==> src/rtl/nas_pkg.sv <==
package nas_pkg;
  typedef enum logic [1:0] {ST_IDLE, ST_FETCH, ST_OPER, ST_WAIT} seq_state_e;
  localparam int OP_W     = 4;
  localparam int OP_LSB   = 28;
  localparam int VEC_BIT  = 27;
  localparam int OPND_LSB = 16;
  localparam int NEXT_LSB = 0;
  localparam logic [OP_W-1:0] OP_STOP   = 4'd0;
  localparam logic [OP_W-1:0] OP_BRANCH = 4'd1;
  localparam logic [OP_W-1:0] OP_STORE  = 4'd2;
  localparam logic [OP_W-1:0] OP_SHIFT  = 4'd3;
  localparam logic [OP_W-1:0] OP_MUL    = 4'd4;
endpackage

==> src/rtl/nas_decode.sv <==
module nas_decode
  import nas_pkg::*;
#(
  parameter int DATA_W = 32,
  parameter int ADDR_W = 10
) (
  input  logic [DATA_W-1:0] instr_i,
  output logic [OP_W-1:0]   op_o,
  output logic              vec_o,
  output logic [ADDR_W-1:0] opnd_o,
  output logic [ADDR_W-1:0] next_o,
  output logic              is_branch_o,
  output logic              is_long_o
);
  logic unused_bits;
  assign unused_bits = ^instr_i;

  assign op_o        = instr_i[OP_LSB +: OP_W];
  assign vec_o       = instr_i[VEC_BIT];
  assign opnd_o      = instr_i[OPND_LSB +: ADDR_W];
  assign next_o      = instr_i[NEXT_LSB +: ADDR_W];
  assign is_branch_o = (op_o == OP_BRANCH);
  assign is_long_o   = (op_o == OP_STORE) || (op_o == OP_SHIFT) || (op_o == OP_MUL);
endmodule

==> src/rtl/nas_vec_ctr.sv <==
module nas_vec_ctr #(
  parameter int VEC_LEN = 32,
  localparam int IDX_W  = $clog2(VEC_LEN)
) (
  input  logic             clk_i,
  input  logic             rst_ni,
  input  logic             clr_i,
  input  logic             inc_i,
  output logic [IDX_W-1:0] idx_o,
  output logic             last_o
);
  logic [IDX_W-1:0] idx_q;

  always_ff @(posedge clk_i or negedge rst_ni) begin
    if (!rst_ni)    idx_q <= '0;
    else if (clr_i) idx_q <= '0;
    else if (inc_i) idx_q <= idx_q + 1'b1;
  end

  assign idx_o  = idx_q;
  assign last_o = (idx_q == IDX_W'(VEC_LEN - 1));
endmodule

==> src/rtl/nas_panel.sv <==
module nas_panel #(
  parameter int ADDR_W = 10
) (
  input  logic              clk_i,
  input  logic              rst_ni,
  input  logic              running_i,
  input  logic              start_we_i,
  input  logic [ADDR_W-1:0] start_addr_i,
  input  logic              stop_i,
  input  logic              stop_clr_i,
  output logic [ADDR_W-1:0] start_q_o,
  output logic              stop_req_o
);
  logic [ADDR_W-1:0] start_q;
  logic              stop_pend_q;

  always_ff @(posedge clk_i or negedge rst_ni) begin
    if (!rst_ni) begin
      start_q     <= '0;
      stop_pend_q <= 1'b0;
    end else begin
      if (!running_i && start_we_i) start_q <= start_addr_i;
      if (stop_clr_i)                stop_pend_q <= 1'b0;
      else if (running_i && stop_i)  stop_pend_q <= 1'b1;
    end
  end

  assign start_q_o  = start_q;
  assign stop_req_o = stop_pend_q | (running_i & stop_i);
endmodule

==> src/rtl/nextaddr_sequencer.sv <==
module nextaddr_sequencer
  import nas_pkg::*;
#(
  parameter int ADDR_W  = 10,
  parameter int DATA_W  = 32,
  parameter int VEC_LEN = 32
) (
  input  logic              clk_i,
  input  logic              rst_ni,
  input  logic              run_i,
  input  logic              stop_i,
  input  logic              start_we_i,
  input  logic [ADDR_W-1:0] start_addr_i,
  output logic              mem_req_o,
  output logic              mem_fetch_o,
  output logic [ADDR_W-1:0] mem_addr_o,
  input  logic              mem_ack_i,
  input  logic [DATA_W-1:0] mem_rdata_i,
  output logic [OP_W-1:0]   alu_op_o,
  output logic              alu_go_o,
  input  logic              alu_done_i,
  input  logic              cond_i,
  output logic              running_o
);
  localparam int IDX_W = $clog2(VEC_LEN);

  seq_state_e        state_q, state_d;
  logic [ADDR_W-1:0] fetch_addr_q, fetch_addr_d;
  logic [DATA_W-1:0] ir_q;
  logic              ir_load;

  logic [OP_W-1:0]   op;
  logic              vec, is_branch, is_long;
  logic [ADDR_W-1:0] opnd, next_addr, start_q;
  logic [IDX_W-1:0]  idx;
  logic              idx_last, stop_req, stop_clr;
  logic              iter_done, more, instr_end, rd_stop;

  nas_decode #(.DATA_W(DATA_W), .ADDR_W(ADDR_W)) u_dec (
    .instr_i(ir_q), .op_o(op), .vec_o(vec), .opnd_o(opnd), .next_o(next_addr),
    .is_branch_o(is_branch), .is_long_o(is_long)
  );

  nas_vec_ctr #(.VEC_LEN(VEC_LEN)) u_vec (
    .clk_i(clk_i), .rst_ni(rst_ni),
    .clr_i(ir_load), .inc_i(iter_done && more),
    .idx_o(idx), .last_o(idx_last)
  );

  nas_panel #(.ADDR_W(ADDR_W)) u_panel (
    .clk_i(clk_i), .rst_ni(rst_ni), .running_i(running_o),
    .start_we_i(start_we_i), .start_addr_i(start_addr_i),
    .stop_i(stop_i), .stop_clr_i(stop_clr),
    .start_q_o(start_q), .stop_req_o(stop_req)
  );

  assign rd_stop   = (mem_rdata_i[OP_LSB +: OP_W] == OP_STOP);
  assign iter_done = (state_q == ST_OPER && mem_ack_i && !is_long) ||
                     (state_q == ST_WAIT && alu_done_i);
  assign more      = vec && !idx_last;
  assign instr_end = iter_done && !more;

  always_comb begin
    state_d      = state_q;
    fetch_addr_d = fetch_addr_q;
    ir_load      = 1'b0;
    unique case (state_q)
      ST_IDLE: if (run_i) begin
        state_d      = ST_FETCH;
        fetch_addr_d = start_q;
      end
      ST_FETCH: if (mem_ack_i) begin
        ir_load = 1'b1;
        state_d = rd_stop ? ST_IDLE : ST_OPER;
      end
      ST_OPER: if (mem_ack_i && is_long) state_d = ST_WAIT;
      ST_WAIT: if (alu_done_i && more)   state_d = ST_OPER;
      default: state_d = ST_IDLE;
    endcase
    if (instr_end) begin
      fetch_addr_d = (is_branch && cond_i) ? opnd : next_addr;
      state_d      = stop_req ? ST_IDLE : ST_FETCH;
    end
  end

  assign stop_clr = (state_q != ST_IDLE) && (state_d == ST_IDLE);

  always_ff @(posedge clk_i or negedge rst_ni) begin
    if (!rst_ni) begin
      state_q      <= ST_IDLE;
      fetch_addr_q <= '0;
      ir_q         <= '0;
    end else begin
      state_q      <= state_d;
      fetch_addr_q <= fetch_addr_d;
      if (ir_load) ir_q <= mem_rdata_i;
    end
  end

  assign running_o   = (state_q != ST_IDLE);
  assign mem_req_o   = (state_q == ST_FETCH) || (state_q == ST_OPER);
  assign mem_fetch_o = (state_q == ST_FETCH);
  assign mem_addr_o  = (state_q == ST_OPER) ? opnd + ADDR_W'(idx) : fetch_addr_q;
  assign alu_go_o    = (state_q == ST_OPER) && mem_ack_i;
  assign alu_op_o    = op;
endmodule

==> config.mk <==
export PLATFORM = sky130hd
export DESIGN_NAME = nextaddr_sequencer
export DESIGN_NICKNAME = d
export VERILOG_FILES = /design/src/rtl/nas_pkg.sv /design/src/rtl/nas_decode.sv /design/src/rtl/nas_vec_ctr.sv /design/src/rtl/nas_panel.sv /design/src/rtl/nextaddr_sequencer.sv
export SDC_FILE = /design/constraint.sdc
export NUM_CORES = 1
export LEC_CHECK = 0
export BUFFER_PORTS_ARGS = -buffer_cell sky130_fd_sc_hd__buf_2
export CAP_MARGIN = 20
export CORE_MARGIN = 2
export CORE_UTILIZATION = 50
export CTS_CLUSTER_SIZE = 20
export DETAILED_ROUTE_END_ITERATION = 16
export PLACE_DENSITY = 0.74
export REMOVE_ABC_BUFFERS = 1
export SETUP_SLACK_MARGIN = 0.4
export SLEW_MARGIN = 10
export SYNTH_ARGS = -nofsm -noshare
export SYNTH_HDL_FRONTEND = slang
export SYNTH_HIERARCHICAL = 1
export SYNTH_SLANG_ARGS = --single-unit
==> constraint.sdc <==
create_clock -name clk_i -period 2.44 [get_ports clk_i]
set_clock_uncertainty 0.05 [all_clocks]
set_input_delay 0.122 -clock clk_i [delete_from_list [all_inputs] [get_ports clk_i]]
set_output_delay 0.122 -clock clk_i [all_outputs]
set_load 0.05 [all_outputs]
==> impl_metrics.toml <==
[routing]
vias = 2568
drc = 0
viasPerCell = 5.56
drt_iter0_drc = 115
postRouteAntennaNets = 0
drt_pass1_iterations = 4
wire_per_inst_um = 18.3
totalWireLength_mm = 8.47

[global_routing]
grt_pass1_wl_mm = 12.8
first_global_vias = 2707
grt_start_max_net_pins = 29
grt_overflow = 0
antenna_found_initial = 0
grtUsageTotal = 0.229

[worst_setup_path]
cp_max_fo = 4
crit_path_end_kind = "output pin"
crit_path_start_kind = "register"
worstPathArrival_ps = 2270
crit_required_ps = 2270
crit_type = "reg2out"

[synthesis]
yosys_warnings = 6
avgSynthCellArea_sq_um = 10.6
syn-cell-area_sq_um = 3110
synth_cells = 294

[floorplan]
die_h_um = 82.9
io-pin-count = 68
start_util = 0.522
coreArea_sq_um = 5960
die_area_sq_um = 6860
rows = 28
die_w_um = 82.9

[sta]
worstMarginPinSlew_ps = 647
slew_headroom = 0.569
max_freq_mhz = 409
fin_hold_ws_ps = 2.04
setup_viol = 1
fin_tns_setup_ps = -2.51
fin_crit_ps = 2440
finalCritPeriodShare = 1.00
slew_violations = 0
rsz0062_at_grt = "yes"
fin_ws_ps = -2.51
hold_viol = 0

[placement]
place_hpwl_mm = 4.69
place_congestion = 0.860
place_ws_ps = 172
numPortBuffers = 60
dpl_cell_area_sq_um = 3350
dp.cells = 403

[power_and_ir_drop]
p_leak_nw = 1.96
power_mw = 6.17
p_per_area_nw_per_um2 = 1420
ir_worst_vdd_v = 0.000985

[clocking]
cts.sinks = 53
clk_pin_slew_ps = 90
clockRootBuffer = "clkbuf_8"
tritoncts = "done"
clock_path_buffers = 2
h-tree-depth = 2
clk_latency_ps = 300
tritoncts.num_buffers = 5

[finish]
area_delta_synth_final_pct = 39.3
post-route-util = 0.727
final_cell_area_sq_um = 4330
nets = 450
diodes = 0
final_cells = 462
drive_gt1_frac = 0.512

[job]
cap_violations = 0

[run_status]
violations = "setup timing"
run_status = "finished with violations"

[worst_hold_path]
hold_class = "in2reg"
## worst max-delay path: stages, from the launching register on
cell	delay, ps
dfrtp_1	420
ha_4	180
fa_2	220
a21o_4	130
a21oi_4	60
nor2b_4	130
or4b_1	450
o211ai_1	130
buf_4	240
## metal layers
layer | GRT usage | up-vias | wire length (um) | part of all wire
li1 | - | 1196 | - | -
met1 | 0.271 | 1281 | 3410 | 0.40
met2 | 0.407 | 74 | 4480 | 0.53
met3 | 0.0388 | 17 | 345 | 0.041
met4 | 0.0999 | 0 | 227 | 0.027
met5 | 0 | - | 0 | 0
## state kept, by name (all words and copies together), names as in the netlist
| signal | count |
|---|---|
| u_panel/start_q_o | 10 |
| ir_q | 25 |
| u_vec/idx_o | 5 |
| fetch_addr_q | 10 |
| u_panel/stop_pend_q | 1 |
| state_q | 2 |
## final timing paths
kind	from	endpoint	slack, ps	cells after the start
max	ir_q[16]$_DFFE_PN0P_	mem_addr_o[8]	-3	8
min	start_addr_i[8]	u_panel/start_q_o[8]$_DFFE_PN0P_	2	2
max reg2reg	u_vec/idx_o[1]$_DFFE_PN0P_	u_panel/stop_pend_q$_DFFE_PN0P_	70	13
min reg2reg	ir_q[7]$_DFFE_PN0P_	ir_q[7]$_DFFE_PN0P_	460	1
max in group asynchronous	rst_ni	ir_q[18]$_DFFE_PN0P_	1420	3
min in group asynchronous	rst_ni	ir_q[22]$_DFFE_PN0P_	330	2
## report_power, final
| part | internal [mW] | switching [mW] | leakage, nW |
|---|---|---|---|
| registers | 1.31 | 0.399 | 0.635 |
| logic | 1.85 | 2.11 | 1.28 |
| clock network | 0.226 | 0.277 | 0.0443 |
| total | 3.39 | 2.78 | 1.96 |
## area by class of cell
class                           count  area (sq um)
Multi-Input combinational cell    198          1790
Fill cell                         383          1630
Sequential cell                    53          1330
Timing Repair Buffer              124          1010
Tap cell                           75          93.8
Clock buffer                        7          86.3
Inverter                            5          18.8
## cells in the final DEF (no fill, tap or decap), types with 5 or more instances in the layout
cell and n:
buf_2 50, buf_4 25, buf_6 17, clkbuf_8 6
dfrtp_1 49, dlygate4sd3_1 24, ha_4 6, mux2_2 27
mux2_4 13, nand2_1 18, nand2_2 5, nand2_4 5
nand3_1 23, nor2_1 11, o21ai_0 10, o21ai_1 7
o21ai_2 6
## repair_timing
action,in CTS,in global routing
resized for setup,49,63
setup endpoints to repair,25,37
pin swaps,18,23
hold endpoints to repair,47,1
hold buffers,23,1
gates cloned,1,2
buffers inserted,20,5
Note: power is estimated with default switching activity, not from simulation.
